### src/rtl/spi_stat_pkg.sv
package spi_stat_pkg;

  // Status byte bit positions
  localparam int unsigned ST_RDFULL = 7;
  localparam int unsigned ST_MATCH  = 6;
  localparam int unsigned ST_TXEMP  = 5;
  localparam int unsigned ST_MODF   = 4;
  localparam int unsigned ST_RXNF   = 3;
  localparam int unsigned ST_TXNE   = 2;
  localparam int unsigned ST_TXFULL = 1;
  localparam int unsigned ST_RXEMP  = 0;

  // Sticky write-one-to-clear flags
  localparam int unsigned N_STICKY = 4;
  localparam int unsigned FL_MATCH = 0;
  localparam int unsigned FL_MODF  = 1;
  localparam int unsigned FL_RXNF  = 2;
  localparam int unsigned FL_TXNE  = 3;
  localparam int unsigned FLAG_POS [N_STICKY] = '{ST_MATCH, ST_MODF, ST_RXNF, ST_TXNE};

  typedef struct packed {
    logic spi_en;
    logic spi_mode;
    logic fifo_mode;
  } ctrl_t;

  // Occupancy after one cycle of accepted strobes
  function automatic int occ_next(int occ, bit push_ok, bit pop_ok);
    int r;
    r = occ;
    if (push_ok) r = r + 1;
    if (pop_ok)  r = r - 1;
    return r;
  endfunction

  // Count moves from below lvl to at or above lvl
  function automatic bit rises_to(int prv, int nxt, int lvl);
    return (prv < lvl) && (nxt >= lvl);
  endfunction

  // Count moves from above lvl to at or below lvl
  function automatic bit falls_to(int prv, int nxt, int lvl);
    return (prv > lvl) && (nxt <= lvl);
  endfunction

endpackage

### src/rtl/ssf_ctrl_watch.sv
module ssf_ctrl_watch
  import spi_stat_pkg::*;
#(
  parameter bit FIFO_SUPPORTED = 1'b1
) (
  input  logic  clk,
  input  logic  rst_n,
  input  ctrl_t ctrl_in,
  output ctrl_t ctrl_eff,
  output ctrl_t ctrl_q,
  output logic  soft_rst
);

  generate
    if (FIFO_SUPPORTED) begin : g_fifo
      always_comb ctrl_eff = ctrl_in;
    end else begin : g_nofifo
      always_comb begin
        ctrl_eff = ctrl_in;
        ctrl_eff.fifo_mode = 1'b0;
      end
    end
  endgenerate

  assign soft_rst = (ctrl_eff != ctrl_q);

  always_ff @(posedge clk or negedge rst_n) begin
    if (!rst_n) ctrl_q <= '0;
    else        ctrl_q <= ctrl_eff;
  end

endmodule

### src/rtl/ssf_occ_counter.sv
module ssf_occ_counter
  import spi_stat_pkg::*;
#(
  parameter int DEPTH = 8,
  parameter int OCC_W = $clog2(DEPTH + 1)
) (
  input  logic             clk,
  input  logic             rst_n,
  input  logic             clr,
  input  logic [OCC_W-1:0] cap,
  input  logic             push,
  input  logic             pop,
  output logic [OCC_W-1:0] occ,
  output logic [OCC_W-1:0] occ_nxt
);

  logic push_ok;
  logic pop_ok;

  assign push_ok = push && (occ < cap);
  assign pop_ok  = pop && (occ != '0);
  assign occ_nxt = clr ? '0 : OCC_W'(occ_next(int'(occ), push_ok, pop_ok));

  always_ff @(posedge clk or negedge rst_n) begin
    if (!rst_n) occ <= '0;
    else        occ <= occ_nxt;
  end

endmodule

### src/rtl/ssf_sticky_flag.sv
module ssf_sticky_flag (
  input  logic clk,
  input  logic rst_n,
  input  logic soft_rst,
  input  logic soft_val,
  input  logic set,
  input  logic clr,
  output logic q
);

  always_ff @(posedge clk or negedge rst_n) begin
    if (!rst_n)        q <= 1'b0;
    else if (soft_rst) q <= soft_val;
    else if (set)      q <= 1'b1;
    else if (clr)      q <= 1'b0;
  end

endmodule

### src/rtl/ssf_rdfull.sv
module ssf_rdfull (
  input  logic clk,
  input  logic rst_n,
  input  logic soft_rst,
  input  logic active,
  input  logic set,
  input  logic stat_rd,
  input  logic data_rd,
  input  logic dma_en,
  output logic flag
);

  logic armed;
  logic clr_hit;

  assign clr_hit = flag && data_rd && (dma_en || armed);

  always_ff @(posedge clk or negedge rst_n) begin
    if (!rst_n) begin
      flag  <= 1'b0;
      armed <= 1'b0;
    end else if (soft_rst) begin
      flag  <= 1'b0;
      armed <= 1'b0;
    end else if (active) begin
      if (set) begin
        flag  <= 1'b1;
        armed <= 1'b0;
      end else if (clr_hit) begin
        flag  <= 1'b0;
        armed <= 1'b0;
      end else if (flag && stat_rd) begin
        armed <= 1'b1;
      end
    end
  end

endmodule

### src/rtl/spi_fifo_status.sv
module spi_fifo_status
  import spi_stat_pkg::*;
#(
  parameter int DEPTH          = 8,
  parameter int RX_NF_LVL      = 6,
  parameter int TX_NE_LVL      = 2,
  parameter bit FIFO_SUPPORTED = 1'b1
) (
  input  logic       clk,
  input  logic       rst_n,
  input  logic       spi_en,
  input  logic       spi_mode,
  input  logic       fifo_mode,
  input  logic       rx_dma_en,
  input  logic       rx_nf_ie,
  input  logic       tx_ne_ie,
  input  logic       tx_push,
  input  logic       tx_pop,
  input  logic       xfer_done,
  input  logic       data_rd,
  input  logic       stat_rd,
  input  logic       wr_stb,
  input  logic [7:0] wr_data,
  input  logic       match_evt,
  input  logic       modf_evt,
  output logic [7:0] status,
  output logic       rx_nf_irq,
  output logic       tx_ne_irq
);

  localparam int OCC_W = $clog2(DEPTH + 1);
  localparam logic [OCC_W-1:0] OCC_FULL = OCC_W'(DEPTH);
  localparam logic [OCC_W-1:0] OCC_ONE  = OCC_W'(1);

  // Named internal events
  ctrl_t            ctrl_in;
  ctrl_t            ctrl_eff;
  ctrl_t            ctrl_q;
  logic             soft_rst;
  logic             fifo_q;
  logic [OCC_W-1:0] tx_cap;
  logic [OCC_W-1:0] tx_occ, tx_nxt;
  logic [OCC_W-1:0] rx_occ, rx_nxt;
  logic             tx_push_g, tx_pop_g;
  logic             rx_push_g, rx_pop_g;
  logic             rx_nf_cross;
  logic             tx_ne_cross;
  logic             rdfull_nf;

  logic [N_STICKY-1:0] fl_set, fl_clr, fl_soft, fl_q;

  assign ctrl_in = '{spi_en: spi_en, spi_mode: spi_mode, fifo_mode: fifo_mode};

  ssf_ctrl_watch #(.FIFO_SUPPORTED(FIFO_SUPPORTED)) u_ctrl (
    .clk      (clk),
    .rst_n    (rst_n),
    .ctrl_in  (ctrl_in),
    .ctrl_eff (ctrl_eff),
    .ctrl_q   (ctrl_q),
    .soft_rst (soft_rst)
  );

  assign fifo_q = ctrl_q.fifo_mode;
  assign tx_cap = fifo_q ? OCC_FULL : OCC_ONE;

  assign tx_push_g = tx_push && !soft_rst;
  assign tx_pop_g  = tx_pop && !soft_rst;
  assign rx_push_g = xfer_done && fifo_q && !soft_rst;
  assign rx_pop_g  = data_rd && fifo_q && !soft_rst;

  ssf_occ_counter #(.DEPTH(DEPTH), .OCC_W(OCC_W)) u_tx_cnt (
    .clk     (clk),
    .rst_n   (rst_n),
    .clr     (soft_rst),
    .cap     (tx_cap),
    .push    (tx_push_g),
    .pop     (tx_pop_g),
    .occ     (tx_occ),
    .occ_nxt (tx_nxt)
  );

  ssf_occ_counter #(.DEPTH(DEPTH), .OCC_W(OCC_W)) u_rx_cnt (
    .clk     (clk),
    .rst_n   (rst_n),
    .clr     (soft_rst),
    .cap     (OCC_FULL),
    .push    (rx_push_g),
    .pop     (rx_pop_g),
    .occ     (rx_occ),
    .occ_nxt (rx_nxt)
  );

  assign rx_nf_cross = fifo_q && !soft_rst && rises_to(int'(rx_occ), int'(rx_nxt), RX_NF_LVL);
  assign tx_ne_cross = fifo_q && !soft_rst && falls_to(int'(tx_occ), int'(tx_nxt), TX_NE_LVL);

  // Set sources and soft-reset values of the sticky flags
  always_comb begin
    fl_set           = '0;
    fl_set[FL_MATCH] = match_evt && !soft_rst;
    fl_set[FL_MODF]  = modf_evt && !soft_rst;
    fl_set[FL_RXNF]  = rx_nf_cross;
    fl_set[FL_TXNE]  = tx_ne_cross;
    fl_soft          = '0;
    fl_soft[FL_TXNE] = ctrl_eff.fifo_mode;
  end

  genvar gi;
  generate
    for (gi = 0; gi < N_STICKY; gi++) begin : g_sticky
      assign fl_clr[gi] = wr_stb && wr_data[FLAG_POS[gi]];
      ssf_sticky_flag u_flag (
        .clk      (clk),
        .rst_n    (rst_n),
        .soft_rst (soft_rst),
        .soft_val (fl_soft[gi]),
        .set      (fl_set[gi]),
        .clr      (fl_clr[gi]),
        .q        (fl_q[gi])
      );
    end
  endgenerate

  ssf_rdfull u_rdfull (
    .clk      (clk),
    .rst_n    (rst_n),
    .soft_rst (soft_rst),
    .active   (!fifo_q),
    .set      (xfer_done),
    .stat_rd  (stat_rd),
    .data_rd  (data_rd),
    .dma_en   (rx_dma_en),
    .flag     (rdfull_nf)
  );

  always_comb begin
    status            = '0;
    status[ST_RDFULL] = fifo_q ? (rx_occ == OCC_FULL) : rdfull_nf;
    status[ST_MATCH]  = fl_q[FL_MATCH];
    status[ST_TXEMP]  = (tx_occ == '0);
    status[ST_MODF]   = fl_q[FL_MODF];
    if (fifo_q) begin
      status[ST_RXNF]   = fl_q[FL_RXNF];
      status[ST_TXNE]   = fl_q[FL_TXNE];
      status[ST_TXFULL] = (tx_occ == OCC_FULL);
      status[ST_RXEMP]  = (rx_occ == '0);
    end
  end

  assign rx_nf_irq = rx_nf_ie && status[ST_RXNF];
  assign tx_ne_irq = tx_ne_ie && status[ST_TXNE];

endmodule

### config.mk
export PLATFORM = sky130hd
export DESIGN_NAME = spi_fifo_status
export DESIGN_NICKNAME = d
export VERILOG_FILES = /design/src/rtl/spi_stat_pkg.sv /design/src/rtl/ssf_ctrl_watch.sv /design/src/rtl/ssf_occ_counter.sv /design/src/rtl/ssf_sticky_flag.sv /design/src/rtl/ssf_rdfull.sv /design/src/rtl/spi_fifo_status.sv
export SDC_FILE = /design/constraint.sdc
export NUM_CORES = 1
export LEC_CHECK = 0
export ABC_AREA = 1
export BUFFER_PORTS_ARGS = -buffer_cell sky130_fd_sc_hd__buf_2
export CAP_MARGIN = 10
export CORE_MARGIN = 5
export CORE_UTILIZATION = 50
export CTS_CLUSTER_SIZE = 24
export DETAILED_ROUTE_END_ITERATION = 7
export PLACE_DENSITY = 0.8
export SLEW_MARGIN = 20
export SYNTH_ARGS = -nofsm -noshare
export SYNTH_HDL_FRONTEND = slang
export SYNTH_HIERARCHICAL = 1
export SYNTH_SLANG_ARGS = --single-unit
### constraint.sdc
create_clock -name clk -period 4.6 [get_ports clk]
set_input_delay 0.69 -clock clk [delete_from_list [all_inputs] [get_ports clk]]
set_output_delay 0.69 -clock clk [all_outputs]
set_load 0.01 [all_outputs]
---- Word-level counts from Yosys, hierarchy flattened ----
Index checks and enable logic that the tools add are counted.
cells by class
  add/sub/neg operators ................... 4
  magnitude comparators ................... 6
  eq/ne operators ......................... 4
  multiplexer cells ....................... 30
  reductions and logical operators ........ 40
operators with widths
  kind                   count
  $mux W4                8
  $logic_and A1 B1 Y1    26
  $mux W1                22
  $reduce_bool A3 Y1     5
  $reduce_bool A4 Y1     3
  $add A4 B1 Y4 const B  2
  $eq A4 B4 Y1 const B   2
  $logic_not A4 Y1       2
  $sub A4 B2 Y4 const B  2
  $ge A4 B3 Y1 const B   1
  $gt A4 B2 Y1 const B   1
  $le A4 B2 Y1 const B   1
  $lt A4 B3 Y1 const B   1
  $lt A4 B4 Y1           1
  $lt A4 B4 Y1 const B   1
  $reduce_and A2 Y1      2
  $ne A3 B3 Y1           1
  $ne A2 B2 Y1 const B   1
  $logic_not A1 Y1       1
  $logic_or A1 B1 Y1     1
word-level totals
  bits in registers ....................... 17
  bits of input ports ..................... 24
  output and inout bits ................... 10

---- Logic depth before layout (Yosys ltp) ----
  depth in word-level cells ............... 13
  depth in mapped cells ................... 18
  gate-level depth less buffers ........... 18

---- Cells and area by module ----
Netlist, hierarchy kept.
modules (own cells, without submodules)
  module                       times used  cells an instance  area each (um^2)
  ssf_occ_counter at u_tx_cnt  1           63                 434.2
  ssf_occ_counter at u_rx_cnt  1           63                 429.2
  spi_fifo_status              1           59                 242.7
  ssf_sticky_flag              4           7                  55.1
  ssf_ctrl_watch               1           18                 148.9
  ssf_rdfull                   1           21                 130.1

---- Least setup slack after synthesis ----
No wires, ideal clock.
  path type ............................... input -> register
  start ................................... input port spi_en
  end ..................................... register g_sticky[2].u_flag.q
  arrival ................................. 2.693 ns
  slack ................................... 1.785 ns
  cell stages on the path ................. 14
  path through ............................ xnor2_1 > nand3_1 > nor2_1 > nand3_4 > nand2_2 > nand3_1 > nor2_2 > nand2_1 > nand2_1 > nor2_1 > a21oi_1 > nor2_2 > nor2_1 > a21oi_2
on the way
  word-level cells in the longest chain between the ends .. 13
  elaborated cells on any way between the ends .. 17
  those cells by class .................... 1 x add/sub; 1 x order compare; 1 x eq/ne; 5 x mux; 9 x reduce/logical
ends and longest elaborated chain
  what                    RTL line               text
  start: declaration      spi_fifo_status.sv:11  input logic spi_en,
  $ne A3 B3 Y1 *          ssf_ctrl_watch.sv:25   assign soft_rst = (ctrl_eff != ctrl_q);
  named net soft_rst      spi_fifo_status.sv:39  logic soft_rst;
  $logic_not A1 Y1 *      spi_fifo_status.sv:68  assign rx_push_g = xfer_done && fifo_q && !soft_rst;
  $logic_and A1 B1 Y1 *   spi_fifo_status.sv:68
  named net rx_push_g     spi_fifo_status.sv:45  logic rx_push_g, rx_pop_g;
  $logic_and A1 B1 Y1 *   ssf_occ_counter.sv:20  assign push_ok = push && (occ < cap);
  $mux W4 *               spi_stat_pkg.sv:31     if (push_ok) r = r + 1;
  $sub A4 B2 Y4           spi_stat_pkg.sv:32     if (pop_ok) r = r - 1;
  $mux W4 *               spi_stat_pkg.sv:32
  $mux W4 *               ssf_occ_counter.sv:22  assign occ_nxt = clr ? '0 : OCC_W'(occ_next(int'(occ), push_ok, pop_ok));
  named net rx_nxt[3]     spi_fifo_status.sv:43  logic [OCC_W-1:0] rx_occ, rx_nxt;
  $ge A4 B3 Y1 *          spi_stat_pkg.sv:38     return (prv < lvl) && (nxt >= lvl);
  $logic_and A1 B1 Y1 *   spi_stat_pkg.sv:38
  $logic_and A1 B1 Y1 *   spi_fifo_status.sv:93  assign rx_nf_cross = fifo_q && !soft_rst && rises_to(int'(rx_occ), int'(rx_nxt), RX_NF_LVL);
  named net fl_set[2]     spi_fifo_status.sv:50  logic [N_STICKY-1:0] fl_set, fl_clr, fl_soft, fl_q;
  $mux W1                 ssf_sticky_flag.sv:14  else if (set) q <= 1'b1;
  $mux W1                 ssf_sticky_flag.sv:13  else if (soft_rst) q <= soft_val;
  end signal: assignment  ssf_sticky_flag.sv:13
  end: declaration        ssf_sticky_flag.sv:8   output logic q
The timed path passes the listed nets; every way through them passes the cells marked *.
A chain may end at the register's enable or synchronous reset.

---- Final worst setup path ----
  start ................................... register u_ctrl/ctrl_q[0] (netlist name)
  end ..................................... register g_sticky[2].u_flag.q
on the way
  word-level cells in the longest chain between the ends .. 13
  elaborated cells on any way between the ends .. 19
  those cells by class .................... 1 x add/sub; 1 x order compare; 1 x eq/ne; 5 x mux; 11 x reduce/logical
ends and longest elaborated chain
  what                   RTL line
  $ne A3 B3 Y1 *         ssf_ctrl_watch.sv:25
  named net soft_rst     spi_fifo_status.sv:39
  $logic_not A1 Y1 *     spi_fifo_status.sv:68
  $logic_and A1 B1 Y1 *  spi_fifo_status.sv:68
  named net rx_push_g    spi_fifo_status.sv:45
  $logic_and A1 B1 Y1 *  ssf_occ_counter.sv:20
  $mux W4 *              spi_stat_pkg.sv:31
  $sub A4 B2 Y4          spi_stat_pkg.sv:32
  $mux W4 *              spi_stat_pkg.sv:32
  $mux W4 *              ssf_occ_counter.sv:22
  named net rx_nxt[3]    spi_fifo_status.sv:43
  $ge A4 B3 Y1 *         spi_stat_pkg.sv:38
  $logic_and A1 B1 Y1 *  spi_stat_pkg.sv:38
  $logic_and A1 B1 Y1 *  spi_fifo_status.sv:93
  named net fl_set[2]    spi_fifo_status.sv:50
  $mux W1                ssf_sticky_flag.sv:14
  $mux W1                ssf_sticky_flag.sv:13
Marks and branches as above.

==> metrics <==
Arr. time, crit path=approximately 3.1 ns; Total Wirelength=3070 um; clk_lat worst skew=0.29 ns; Core ar.=3050 um2; met3 routed WL=154 um; first drt pass iteration count=4; Max H-tree Level=1; wire length per cell=about 9 um; final worst slack=between 1.5 and 2 ns; IO buf count=29; Sink Count=17; Period Utilization, post-route=0.629; Crit. End Element=flip-flop; critical path's most frequent cell=nand2_1; area grow syn2layout=15.0%; diode count=0; highest metal used=met3; max_slew headroom=0.559; Max-Cap Viols=0; Nets=323; clock buffer depth=2; worst setup path class=flip-flop to flip-flop; share of layout cells above drive strength 1=0.240; wl on met1=1410 um; hold-fix buffers at CTS=0; WL met2=1500 um; Root Driver=clkbuf_4; Via Count=roughly 1500; most common cell after layout, fill and taps aside=nand2_1; Synth Warn #=6; Cells after Synth=250; die area=4410 um2; most frequent cells in the layout=66 x nand2_1, 53 x inv_1, 29 x buf_2; Setup crit start kind=flip-flop; vias per cell=4.49; Post-Route Setup TNS=0 ns; Static Leak=1.07 nW; Achievable Freq=346 MHz; vias in the first global route=1361; synthesized area=1590 um2; outcome=finished clean; die width=66.4 um; Post-DP HPWL=2490 um; crit-path cells=nand2_1 > nand2_1 > nand3_1 > nor2_1 > nand3_4 > nand2_2 > nand3_1 > nor2_2 > nand2_1 > nand2_1 > nor2_1 > a21oi_1 > nor2_2 > nor2_1 > a21oi_2; total CTS buffers=3; Setup Buffers After CTS=0; Tightest Pin Transition=0.659 ns; Hold Path Class=input pin to asynchronous set/reset pin; Final Skew=0.00144 ns; crit-path max FO=16; Place WS=1.47 ns; DRC errors left=0; aggregate global-route resource usage=0.153; initial antenna violation count=0; pwr dens=164 nW/um2; post-CTS resize count=0; min cycle time layout=2.89 ns; CTS tree=built; initial core utilization=0.521; setup violators final=0; CP required=~4.8 ns; GPL Wtd Cong=0.810; largest net degree at the start of global routing=18; slowest stage delay, CP=0.56 ns; RSZ-0062 raised after global routing=no; die height=66.4 um; ANT nets after route=0; first-pass GRT wire length=5430 um; clock-pin slew on the worst setup and hold paths=0.09 ns; Row Count=20; Max VDD drop=between 0.15 and 0.2 mV; DR iter-0 viols=80; Worst path slowest cell=dfrtp_1; Final Hold Viols=0; Syn Area/Cell=6.36 um2; Slew Limit Fails=0; grt ovf=0; io pins=34
power by group:
| part | switching (W) | internal [W] | total [W] | leakage (nW) |
|---|---|---|---|---|
| registers | 0.00000425 | 0.000154 | 0.000159 | 0.221 |
| clock network | 0.0000458 | 0.0000324 | 0.0000782 | 0.0177 |
| logic | 0.0000375 | 0.0000249 | 0.0000624 | 0.827 |
| total | 0.0000876 | 0.000212 | 0.000299 | 1.07 |
path summary, 6_finish.rpt:
path	slack [ns]	startpoint	to	depth (start not counted)
worst max-delay path	1.71	u_ctrl/ctrl_q[0]	g_sticky[2].u_flag/q	15
worst min-delay path	0.31	rst_n	u_ctrl/ctrl_q[2]	1
worst max register to register	1.71	u_ctrl/ctrl_q[0]	g_sticky[2].u_flag/q	15
worst min register to register	0.55	g_sticky[0].u_flag/q	g_sticky[0].u_flag/q	2
max in group asynchronous	4.02	rst_n	u_rdfull/armed	1
min in group clk	0.52	spi_mode	u_ctrl/ctrl_q[1]	1
registers in the layout (all words and copies together), names as in the netlist:
signal and cells:
g_sticky.u_flag/q 4, u_tx_cnt/occ 4, u_rx_cnt/occ 4, u_rdfull/armed 1, u_rdfull/flag 1, u_ctrl/ctrl_q 3
stage by stage:
step / total power [W] / hold WS (ns) / cells / util / area [um2]
2_1_floorplan: 0.000203 / 0.394 / 257 / - / 1620
4_1_cts: 0.000304 / 0.303 / 332 / 0.599 / 1830
3_3_place_gp: 0.000222 / 0.519 / 328 / 0.590 / 1800
3_5_place_dp: 0.000224 / 0.530 / 328 / 0.590 / 1800
5_1_grt: 0.000322 / 0.318 / 332 / 0.599 / 1830
6_report: 0.000299 / 0.306 / 332 / 0.599 / 1830
worst max-delay path, delay by kind of cell (launching register included):
kind | cells | cell delay (ns)
compound gates | 2 | 0.21
simple gates | 13 | 2.03
flops | 1 | 0.56
per-layer routing:
layer,vias to the layer above,global-route usage
met2,27,0.279
met3,0,0.0391
li1,819,-
met4,0,0.0152
met5,-,0
met1,646,0.185
cell type report:
type,count,area (um2)
inverters,58,218
clock inverters,1,5.00
multi-input cells,179,951
flip-flops and latches,17,425
well taps,44,55.1
repair buffers,30,153
fillers,310,1220
clock buffers,3,22.5
Power figures use the tool's default switching activity.
